`src/rtl/rsc_pkg.sv`:
```
package rsc_pkg;

  typedef enum logic {
    CELL_PLAIN   = 1'b0,
    CELL_RETIMED = 1'b1
  } cell_kind_e;

  function automatic cell_kind_e kind_of(input logic mask_bit);
    return mask_bit ? CELL_RETIMED : CELL_PLAIN;
  endfunction

endpackage

```
`src/rtl/rsc_enable_delay.sv`:
```
module rsc_enable_delay (
  input  logic clk,
  input  logic rst,
  input  logic scan_en,
  output logic scan_en_q
);

  always_ff @(posedge clk) begin
    if (rst) scan_en_q <= 1'b0;
    else     scan_en_q <= scan_en;
  end

endmodule

```
`src/rtl/rsc_plain_cell.sv`:
```
module rsc_plain_cell (
  input  logic clk,
  input  logic rst,
  input  logic sel_scan,
  input  logic ser_in,
  input  logic fun_in,
  output logic cell_q
);

  always_ff @(posedge clk) begin
    if (rst)           cell_q <= 1'b0;
    else if (sel_scan) cell_q <= ser_in;
    else               cell_q <= fun_in;
  end

endmodule

```
`src/rtl/rsc_retimed_cell.sv`:
```
module rsc_retimed_cell (
  input  logic clk,
  input  logic rst,
  input  logic sel_scan_q,
  input  logic ser_in,
  input  logic fun_in,
  output logic cell_q
);

  logic main_q;
  logic shadow_q;

  // Both flops load unconditionally; the choice is made after them.
  always_ff @(posedge clk) begin
    if (rst) begin
      main_q   <= 1'b0;
      shadow_q <= 1'b0;
    end else begin
      main_q   <= fun_in;
      shadow_q <= ser_in;
    end
  end

  assign cell_q = sel_scan_q ? shadow_q : main_q;

endmodule

```
`src/rtl/retimed_scan_chain.sv`:
```
module retimed_scan_chain #(
  parameter int                   CHAIN_LEN   = 8,
  parameter logic [CHAIN_LEN-1:0] RETIME_MASK = 8'b1010_0110
) (
  input  logic                 clk,
  input  logic                 rst,
  input  logic                 scan_en,
  input  logic                 scan_in,
  input  logic [CHAIN_LEN-1:0] func_in,
  output logic [CHAIN_LEN-1:0] func_out,
  output logic                 scan_out
);
  import rsc_pkg::*;

  localparam bit ANY_RETIMED = |RETIME_MASK;

  logic [CHAIN_LEN:0] link;
  logic               scan_en_q;

  assign link[0] = scan_in;

  generate
    if (ANY_RETIMED) begin : g_shared_delay
      rsc_enable_delay u_en_dly (
        .clk       (clk),
        .rst       (rst),
        .scan_en   (scan_en),
        .scan_en_q (scan_en_q)
      );
    end else begin : g_no_delay
      assign scan_en_q = 1'b0;
    end

    for (genvar i = 0; i < CHAIN_LEN; i++) begin : g_pos
      if (kind_of(RETIME_MASK[i]) == CELL_RETIMED) begin : g_rt
        rsc_retimed_cell u_cell (
          .clk        (clk),
          .rst        (rst),
          .sel_scan_q (scan_en_q),
          .ser_in     (link[i]),
          .fun_in     (func_in[i]),
          .cell_q     (link[i+1])
        );
      end else begin : g_pl
        rsc_plain_cell u_cell (
          .clk      (clk),
          .rst      (rst),
          .sel_scan (scan_en),
          .ser_in   (link[i]),
          .fun_in   (func_in[i]),
          .cell_q   (link[i+1])
        );
      end
    end
  endgenerate

  assign func_out = link[CHAIN_LEN:1];
  assign scan_out = link[CHAIN_LEN];

endmodule

```
`config.mk`:
```
export PLATFORM = sky130hd
export DESIGN_NAME = retimed_scan_chain
export DESIGN_NICKNAME = d
export VERILOG_FILES = /design/src/rtl/rsc_pkg.sv /design/src/rtl/rsc_enable_delay.sv /design/src/rtl/rsc_plain_cell.sv /design/src/rtl/rsc_retimed_cell.sv /design/src/rtl/retimed_scan_chain.sv
export SDC_FILE = /design/constraint.sdc
export NUM_CORES = 1
export LEC_CHECK = 0
export ABC_AREA = 1
export BUFFER_PORTS_ARGS = -buffer_cell sky130_fd_sc_hd__buf_2
export CAP_MARGIN = 20
export CORE_AREA = 8 8 45 47
export CTS_CLUSTER_DIAMETER = 100
export DETAILED_ROUTE_END_ITERATION = 12
export DIE_AREA = 0 0 53 55
export PLACE_DENSITY = 0.66
export SLEW_MARGIN = 10
export SYNTH_ARGS = -nofsm -noshare
export SYNTH_HDL_FRONTEND = slang
export SYNTH_SLANG_ARGS = --single-unit
```
`constraint.sdc`:
```
create_clock -name clk -period 1.2 [get_ports clk]
set_clock_uncertainty 0.1 [all_clocks]
set_input_delay 0.06 -clock clk [delete_from_list [all_inputs] [get_ports clk]]
set_output_delay 0.06 -clock clk [all_outputs]
set_load 0.02 [all_outputs]
```
==> qor.txt, run 1 <==
Die Wd -> 53 µm
Num Clock Sinks -> 13
setup_tns -> 0 ns
Mapped Cells -> 68
global-route wire length before repair -> 1.55 mm
Reg2Reg Capture Point -> g_pos[3].g_pl.u_cell.cell_q
root buffer cell -> clkbuf_4
Pwr per Cell Area -> 1250 nW/µm²
CTS tree -> built
TritonCTS buffer count -> 3
htree depth -> 1
ys async rst share -> 0%
Slew Limit Fails -> 0
Die Ht -> 55 µm
synth top area cells -> dfxtp_1 52%, nand2_1 13%, buf_4 12%
R2R Setup Slk -> 0.31 ns
Post-Place Worst Slack -> 0.278 ns
FF+latch area -> 262 µm²
simple-gate area share of the yosys netlist -> 24.3%
count leader, synth -> nand2_1
R2R depth -> 5
type of the tightest min-delay check -> input pin to register
yosys warns -> 0
ratio of cells with drive above 1 in the final layout -> 26.9%
RePlAce Congestion -> 0.672
core area -> 1380 µm²
Adder-Cell Fraction of Synth Area -> 0%
Net Count, Synth -> 80
post-CTS setup buffer count -> 0
Critical Path Slowest Stage Cell -> dfxtp_2
std cell rows -> 14
hold_ws -> 0.000508 ns
Crit path required time -> 1.04 ns
syn_area_per_cell -> 7.42 µm²
ANT nets after route -> 0
CP Cell Sequence -> inv_2 -> nand2_1 -> nand2_1 -> buf_2
Fin. Hold Viols -> 0
crit end category -> output port
final period utilization -> 93.6%
crit path launch type -> register
# setup viols final -> 0
max_slew headroom -> 85.8%
diode count -> 0
actual slew at the worst max-slew pin -> 0.213 ns
top post-synthesis cells by count -> 18 x nand2_1, 13 x dfxtp_1, 12 x nor2_1, 10 x inv_1, 8 x buf_4
dominant synthesized flop cell -> dfxtp_1
total die area -> 2920 µm²
Remaining DRCs -> 0
Max rail drop VDD -> 0.572 mV
vias -> 444
area growth from synthesis to layout -> 36.2%
hold path start -> rst
Post-synth EDFFs -> 0
area occupied by multi-input gates -> 138 µm²
register area share after synthesis -> 51.6%
Clock transition at path regs -> 0.08 ns
dominant cell type by area after synthesis -> dfxtp_1
vias per cell -> 4.07
Synth top area share -> 51.6%
Fmax -> 890 MHz
IO buf count -> 20
initial antenna violation count -> 0
clock latency on the worst-skew pair -> 0.27 ns
register bit count reported by yosys -> 13
reg2reg start -> g_shared_delay.u_en_dly.scan_en_q
Post-DP HPWL -> 778 µm
CTS max path bufs -> 2
Arr. time, crit path -> 0.96 ns
grt ovf -> 0
CP most frequent cell -> nand2_1
Synth Area in XOR/XNOR -> 0%
Hold EP -> g_pos[7].g_rt.u_cell.shadow_q
1st-pass router iterations -> 4
largest family of logic cells by synthesized area -> simple AND/OR/NAND/NOR gates
Max FO, Critical Path -> 5
Starting DRT DRC Count -> 6
Initial Utilization -> 36.4%
mux cell area share after synthesis -> 0%
status -> finished clean
RSZ-0062 raised after global routing -> no
WL final -> 1.01 mm
WL per Instance -> 9.23 µm
Hold Path Depth -> 2
largest net degree at the start of global routing -> 14
Bufs and invs on worst path -> 2
worst setup path class -> register to output port
slowest stage delay, CP -> 0.37 ns
max_cap viols -> 0
I/O Pins -> 21
crit-path leading delay family -> flip-flops
All-Layer GR Usage -> 7.19%
Compound-Gate Fraction of Synth Area -> 2.98%
vias in the first global route -> 396
count of cell types in the netlist -> 9
mapped cell area -> 504 µm²
Final min period -> 1.12 ns
leak pwr -> 0.000383 µW
Filler Cell Count -> 137
final worst slack -> 0.0770 ns
# nets final -> 106
## per-stage QoR
step | cell area [µm²] | power [µW] | instances | util, %
2_1_floorplan | 504 | 561 | 68 | -
3_3_place_gp | 559 | 584 | 95 | 40.4
3_5_place_dp | 559 | 585 | 95 | 40.4
4_1_cts | 686 | 867 | 109 | 49.5
5_1_grt | 687 | 907 | 109 | 49.6
6_report | 687 | 860 | 109 | 49.6
## cells by family after synthesis
family          after synthesis
flops                        13
buf+inv                      20
simple gates                 32
compound gates                3
## placed cells by master (no fill, tap or decap), drive strengths merged
cell / n
nand3: 2
nor2: 12
inv: 11
buf: 20
a21oi: 3
nand2: 18
dfxtp: 13
clkbuf: 4
dlygate4sd3: 10
## registers in the layout (all words and copies together) (netlist names)
register	count
g_pos.g_rt.u_cell.shadow_q	4
g_pos.g_rt.u_cell.main_q	4
g_shared_delay.u_en_dly.scan_en_q	1
g_pos.g_pl.u_cell.cell_q	4
## where the power goes
| group | switching, µW | total, µW | internal, µW |
|---|---|---|---|
| Sequential | 9.43 | 464 | 455 |
| Combinational | 71.0 | 134 | 62.5 |
| Clock | 133 | 262 | 129 |
## worst register-to-register path: cells and delay by family (launching register included)
| kind | cells | cell delay, ns |
|---|---|---|
| buffers and inverters | 2 | 0.09 |
| DFF | 1 | 0.37 |
| and+or+nand+nor | 3 | 0.25 |
## worst max path at each step
stage | from | to | depth (start not counted)
finish | g_shared_delay.u_en_dly.scan_en_q | func_out[1] | 4
CTS | g_shared_delay.u_en_dly.scan_en_q | func_out[1] | 4
floorplan | g_shared_delay.u_en_dly.scan_en_q | func_out[7] | 4
global placement | g_shared_delay.u_en_dly.scan_en_q | g_pos[3].g_pl.u_cell.cell_q | 5
global route | g_shared_delay.u_en_dly.scan_en_q | scan_out | 4
detailed placement | g_shared_delay.u_en_dly.scan_en_q | g_pos[3].g_pl.u_cell.cell_q | 5
## layout make-up
class	count	area share [%]
clock buffers	4	3.83
flip-flops and latches	13	38.1
well taps	16	2.91
multi-input cells	35	20.0
repair buffers	30	29.1
inverters	11	6.01
## metal layers
layer  part of all wire [%]  global-route usage (%)  wire [µm]
met2                     45                    11.3        454
met1                     42                    7.55        423
met3                    9.2                    1.60         93
met5                      0                       0          0
met4                    3.5                    7.76         35
## repair_timing
item / CTS / global route
hold endpoints to repair: 8 / 0
resized for setup: 0 / 1
setup endpoints to repair: 0 / 5
hold buffers: 10 / 0
Power figures use the tool's default switching activity.
==> run 2: changes to the inputs <==
--- a/config.mk
+++ b/config.mk
@@ -12,7 +12,8 @@
 export CTS_CLUSTER_DIAMETER = 100
 export DETAILED_ROUTE_END_ITERATION = 12
 export DIE_AREA = 0 0 53 55
-export PLACE_DENSITY = 0.66
+export PLACE_DENSITY = 0.75
+export REMOVE_ABC_BUFFERS = 1
 export SLEW_MARGIN = 10
 export SYNTH_ARGS = -nofsm -noshare
 export SYNTH_HDL_FRONTEND = slang
==> qor.txt, run 2 (synthesized netlist as in run 1, its figures left out) <==
CP Cell Sequence -> inv_2 -> nand2_1 -> nand2_1 -> buf_2
Crit path required time -> 1.04 ns (about the same)
wire length on met2 -> 524 µm (+15%)
Clock transition at path regs -> 0.07 ns (about the same)
vias in the first global route -> 482 (+22%)
clock latency on the worst-skew pair -> 0.27 ns (about the same)
actual slew at the worst max-slew pin -> 0.222 ns (+0.00910 ns)
slowest stage delay, CP -> 0.36 ns (about the same)
status -> finished clean
max_cap viols -> 0 (unchanged)
post-CTS setup buffer count -> 0 (unchanged)
leak pwr -> 0.000388 µW (+1.3%)
Area after DPL -> 559 µm² (unchanged)
core area -> 1380 µm² (unchanged)
Critical Path Slowest Stage Cell -> dfxtp_4
largest net degree at the start of global routing -> 14 (unchanged)
max_slew headroom -> 85.2% (-0.61 points)
Post-Route M1 WL -> 456 µm (+7.8%)
Initial Utilization -> 36.4% (unchanged)
Num Clock Sinks -> 13 (unchanged)
CP most frequent cell -> nand2_1
Layout Cell Area excl Fill -> 704 µm² (+2.6%)
Die Wd -> 53 µm (unchanged)
Die Ht -> 55 µm (unchanged)
Remaining DRCs -> 0 (unchanged)
Max FO, Critical Path -> 5 (unchanged)
initial antenna violation count -> 0 (unchanged)
RePlAce Congestion -> 0.787 (+17%)
crit path launch type -> register
# nets final -> 107 (+0.94%)
ANT nets after route -> 0 (unchanged)
IO buf count -> 20 (unchanged)
R2R Setup Slk -> 0.35 ns (+0.04 ns)
1st-pass router iterations -> 4 (unchanged)
Slew Limit Fails -> 0 (unchanged)
Arr. time, crit path -> 0.99 ns (+0.03 ns)
Filler Cell Count -> 140 (+2.2%)
All-Layer GR Usage -> 8.94% (+1.7 points)
worst setup path class -> register to output port
Bufs and invs on worst path -> 2 (unchanged)
vias -> 463 (+4.3%)
most frequent cells in the layout -> 18 x nand2_1, 18 x buf_2, 12 x nor2_1, 12 x dfxtp_1, 11 x dlygate4sd3_1
area growth from synthesis to layout -> 39.7%
reg2reg start -> g_shared_delay.u_en_dly.scan_en_q
global-route wire length before repair -> 1.85 mm (+20%)
WL final -> 1.09 mm (+8.5%)
CP Launch Point -> g_shared_delay.u_en_dly.scan_en_q
crit-path leading delay family -> flip-flops
Final min period -> 1.15 ns (+0.0264 ns)
top flop regs -> g_pos.g_pl.u_cell.cell_q (4), g_pos.g_rt.u_cell.main_q (4), g_pos.g_rt.u_cell.shadow_q (4)
ratio of cells with drive above 1 in the final layout -> 26.6% (-0.29 points)
I/O Pins -> 21 (unchanged)
TritonCTS buffer count -> 3 (unchanged)
root buffer cell -> clkbuf_4
crit end category -> output port
diode count -> 0 (unchanged)
RSZ-0062 raised after global routing -> yes
WL per Instance -> 9.93 µm (+7.6%)
Max rail drop VDD -> 0.616 mV (+7.7%)
met3 WL -> 78 µm (-16%)
total die area -> 2920 µm² (unchanged)
top sig layer -> met4
htree depth -> 1 (unchanged)
Fmax -> 870 MHz (-2.3%)
final period utilization -> 95.8% (+2.2 points)
CTS max path bufs -> 2 (unchanged)
std cell rows -> 14 (unchanged)
type of the tightest min-delay check -> register to register
Util after Layout -> 50.9% (+1.3 points)
grt ovf -> 0 (unchanged)
Pwr per Cell Area -> 1230 nW/µm² (-1.8%)
CTS tree -> built
vias per cell -> 4.21 (+3.3%)
Post-DP HPWL -> 778 µm (about the same)
# setup viols final -> 0 (unchanged)
hold path start -> g_pos[0].g_pl.u_cell.cell_q
Fin. Hold Viols -> 0 (unchanged)
hold_ws -> 0.318 ns (+0.317 ns)
setup_tns -> 0 ns (unchanged)
Starting DRT DRC Count -> 11 (+5)
-- run 2: cell types whose count changed in the layout (fill, tap and decap cells not counted), sizes merged --
cell / before / now
dlygate4sd3: 10 / 11
-- run 2: worst reg2reg max path, stage by stage (launching register included) --
cell and delay [ns]:
dfxtp_4 0.37, inv_2 0.05, nand2_1 0.07, nand3_1 0.07, nand2_1 0.06, inv_1 0.03
-- run 2: stage by stage --
stage                     cells  power, µW  setup slack [ns]
after floorplan              59        533             0.329
after global placement       95        583             0.330
after detailed placement     95        585             0.291
after CTS                   110        878            0.0438
after global routing        110        917           -0.0157
final                       110        866            0.0506
-- run 2: layer usage --
metal	vias up	global-route usage [%]
li1	240	-
met1	202	8.59
met2	18	14.6
met5	-	0
met4	0	7.76
met3	3	3.74
-- run 2: layout make-up --
type,count,area (µm²),share of cell area [%]
clock buffer,4,26.3,3.73
inverter,11,41.3,5.86
multi-input combinational,35,138,19.5
sequential,13,264,37.5
tap,16,20.0,2.84
timing repair buffer,31,215,30.6
-- run 2: path summary, 6_finish.rpt --
path	end	cells past startpoint
worst max-delay path	func_out[7]	4
worst min-delay path	g_pos[1].g_rt.u_cell.shadow_q	2
worst max register to register	g_pos[6].g_pl.u_cell.cell_q	5
worst min register to register	g_pos[1].g_rt.u_cell.shadow_q	2
-- run 2: power by group --
group / switching, µW / total [µW] / internal [µW]
Combinational: 71.4 / 138 / 67.0
Sequential: 10.3 / 464 / 454
Clock: 135 / 263 / 129
Total: 216 / 866 / 650
-- run 2: what timing repair did --
action,in CTS,in global routing
hold buffers,11,0
hold endpoints to repair,10,0
resized for setup,1,3
setup endpoints to repair,4,5
==> run 3: changes to the inputs <==
--- a/config.mk
+++ b/config.mk
@@ -5,7 +5,6 @@
 export SDC_FILE = /design/constraint.sdc
 export NUM_CORES = 1
 export LEC_CHECK = 0
-export ABC_AREA = 1
 export BUFFER_PORTS_ARGS = -buffer_cell sky130_fd_sc_hd__buf_2
 export CAP_MARGIN = 20
 export CORE_AREA = 8 8 45 47
@@ -14,6 +13,7 @@
 export DIE_AREA = 0 0 53 55
 export PLACE_DENSITY = 0.75
 export REMOVE_ABC_BUFFERS = 1
+export SETUP_SLACK_MARGIN = 0.3
 export SLEW_MARGIN = 10
 export SYNTH_ARGS = -nofsm -noshare
 export SYNTH_HDL_FRONTEND = slang
==> qor.txt, run 3 <==
status -> finished, violations left
violated checks -> setup timing
grt ovf -> 0 (unchanged)
Remaining DRCs -> 0 (unchanged)
Sw Share -> 24.5% (-0.51 points)
Critical Path Slowest Stage Cell -> dfxtp_4
dominant cell type by area after synthesis -> dfxtp_1
vias per cell -> 4.17 (-1.0%)
WL per Instance -> 11.8 µm (+19%)
All-Layer GR Usage -> 7.46% (-1.5 points)
mapped cell area -> 505 µm² (+0.25%)
Synth Area in XOR/XNOR -> 0% (unchanged)
Final min period -> 1.28 ns (+0.127 ns)
simple-gate area share of the yosys netlist -> 13.6% (-11 points)
sequential share of power -> 51.9% (-1.7 points)
mux cell area share after synthesis -> 14.4% (+14 points)
type of the tightest min-delay check -> input pin to register
Comb pwr share -> 18.6% (+2.6 points)
crit-path leading delay family -> flip-flops
vias -> 350 (-24%)
Adder-Cell Fraction of Synth Area -> 0% (unchanged)
Initial Utilization -> 36.5% (+0.090 points)
register area share after synthesis -> 51.5% (-0.13 points)
clock share of power -> 29.5% (-0.9 points)
wire length on met2 -> 399 µm (-24%)
Max FO, Critical Path -> 4 (-1)
Crit path required time -> 1.04 ns (about the same)
Max rail drop VDD -> 0.776 mV (+26%)
crit end category -> output port
dominant synthesized flop cell -> dfxtp_1
ys async rst share -> 0% (unchanged)
P_sw -> 221 µW (+2.3%)
syn_area_per_cell -> 11.5 µm² (+55%)
Arr. time, crit path -> 1.12 ns (+0.13 ns)
Starting DRT DRC Count -> 0 (-11)
# setup viols final -> 6 (+6)
global-route wire length before repair -> 1.58 mm (-15%)
ratio of cells with drive above 1 in the final layout -> 54.4% (+28 points)
slowest stage delay, CP -> 0.39 ns (+0.03 ns)
final worst slack -> -0.0768 ns (-0.127 ns)
count leader, synth -> dfxtp_1
setup_tns -> -0.376 ns (-0.376 ns)
htree depth -> 1 (unchanged)
area growth from synthesis to layout -> 48.8%
TritonCTS buffer count -> 3 (unchanged)
total die area -> 2920 µm² (unchanged)
root buffer cell -> clkbuf_4
Pwr per Cell Area -> 1200 nW/µm² (-2.2%)
most frequent cells in the layout -> 11 x buf_2, 10 x buf_6, 8 x dfxtp_1, 8 x dlygate4sd3_1, 7 x nor2b_1
yosys warns -> 0 (unchanged)
Slew Limit Fails -> 0 (unchanged)
Post-Route M1 WL -> 439 µm (-3.7%)
Synth top area share -> 51.5% (-0.13 points)
most common cell after layout, fill and taps aside -> buf_2
top sig layer -> met4
max_cap viols -> 0 (unchanged)
vias in the first global route -> 377 (-22%)
max_slew headroom -> 83.4% (-1.8 points)
CTS max path bufs -> 2 (unchanged)
Mapped Cells -> 44 (-35%)
Post-synth EDFFs -> 0 (unchanged)
Fmax -> 783 MHz (-10%)
std cell rows -> 14 (unchanged)
ANT nets after route -> 0 (unchanged)
clock latency on the worst-skew pair -> 0.27 ns (about the same)
Fin. Hold Viols -> 0 (unchanged)
Die Wd -> 53 µm (unchanged)
Clock transition at path regs -> 0.08 ns (about the same)
largest family of logic cells by synthesized area -> multiplexers
count of cell types in the netlist -> 12 (+3)
RSZ-0062 raised after global routing -> yes
Util after Layout -> 54.3% (+3.4 points)
register bit count reported by yosys -> 13 (unchanged)
actual slew at the worst max-slew pin -> 0.249 ns (+0.0273 ns)
synth top area cells -> dfxtp_1 51%, buf_4 12%, nor2b_1 8.7%
core area -> 1380 µm² (unchanged)
top flop regs -> g_pos.g_pl.u_cell.cell_q (4), g_pos.g_rt.u_cell.main_q (4), g_pos.g_rt.u_cell.shadow_q (4)
leak pwr -> 0.000348 µW (-10%)
met3 WL -> 145 µm (+86%)
crit path launch type -> register
diode count -> 0 (unchanged)
Num Clock Sinks -> 13 (unchanged)
CP Cell Sequence -> mux2_4 -> buf_6
top post-synthesis cells by count -> 13 x dfxtp_1, 8 x buf_4, 7 x nor2b_1, 3 x nor2_1
final period utilization -> 106% (+11 points)
Compound-Gate Fraction of Synth Area -> 6.93% (+4.0 points)
initial antenna violation count -> 0 (unchanged)
I/O Pins -> 21 (unchanged)
1st-pass router iterations -> 1 (-3)
CTS tree -> built
WL final -> 993 µm (-9.1%)
Bufs and invs on worst path -> 1 (-1)
Die Ht -> 55 µm (unchanged)
worst setup path class -> register to output port
# nets final -> 81 (-24%)
Filler Cell Count -> 123 (-12%)
IO buf count -> 20 (unchanged)
largest net degree at the start of global routing -> 14 (unchanged)
RePlAce Congestion -> 0.703 (-11%)
internal power -> 683 µW (+5.1%)
==> run 3: changes by cell type after synthesis, sizes merged, moves of 3 or more <==
cell | before | now
a21oi | 3 | 0
inv | 11 | 1
mux2 | 0 | 4
nand2 | 18 | 0
nor2 | 12 | 3
nor2b | 0 | 8
==> run 3: kinds of logic after synthesis <==
| family | Yosys count |
|---|---|
| and+or+nand+nor | 11 |
| muxes | 6 |
| buffers and inverters | 10 |
| AOI/OAI and AO/OA | 4 |
| DFF | 13 |
==> run 3: through the flow <==
| step | power [µW] | instances | setup WS (ns) | area, µm² | hold WS [ns] |
|---|---|---|---|---|---|
| floorplan | 541 | 35 | 0.0513 | 440 | 0.0243 |
| global placement | 591 | 71 | 0.0856 | 561 | 0.172 |
| detailed placement | 592 | 71 | 0.0668 | 561 | 0.177 |
| CTS | 915 | 83 | -0.0921 | 741 | -0.00414 |
| global route | 955 | 84 | -0.120 | 752 | 0.00511 |
| finish | 904 | 84 | -0.0768 | 752 | 0.00134 |
==> run 3: tightest hold or removal path, cell delays in order <==
cell     delay (ns)
buf_2          0.08
o21ba_2        0.11
o21a_1         0.10
==> run 3: layout make-up <==
cell class,instances,area (µm²),share of cell area [%]
Sequential cell,13,269,35.8
Timing Repair Buffer,29,248,32.9
Multi-Input combinational cell,21,184,24.5
Clock buffer,3,22.5,3.00
Tap cell,16,20.0,2.66
Clock inverter,1,5.00,0.666
Inverter,1,3.75,0.499
==> run 3: routing by layer <==
| metal | vias to the layer above | track usage, % |
|---|---|---|
| met5 | - | 0 |
| met4 | 0 | 3.88 |
| met3 | 2 | 5.88 |
| met2 | 19 | 10.5 |
| met1 | 149 | 7.83 |
| li1 | 180 | - |
==> run 3: final timing paths <==
| kind | from | end | slack, ns | cells past startpoint |
|---|---|---|---|---|
| worst max-delay path | g_shared_delay.u_en_dly.scan_en_q | func_out[2] | -0.08 | 2 |
| worst min-delay path | func_in[6] | g_pos[6].g_pl.u_cell.cell_q | 0.001 | 3 |
| worst max register to register | g_shared_delay.u_en_dly.scan_en_q | g_pos[3].g_pl.u_cell.cell_q | -0.01 | 3 |
| worst min register to register | g_pos[4].g_pl.u_cell.cell_q | g_pos[5].g_rt.u_cell.shadow_q | 0.38 | 1 |
==> run 3: repair_timing <==
action / in CTS / in global routing
cloned: 0 / 0
hold buffers: 8 / 0
endpoints found under the setup margin: 12 / 12
pin swaps: 0 / 1
hold endpoints to repair: 8 / 0
setup buffers: 0 / 1
resized for setup: 26 / 1
==> run 3: power groups by stage <==
stage          combinational, µW  sequential [µW]  clock (µW)
4_1_cts                      164              470         281
2_1_floorplan               56.8              485           0
3_5_place_dp                 116              476           0
6_report                     168              469         267
3_3_place_gp                 116              475           0
5_1_grt                      181              472         301
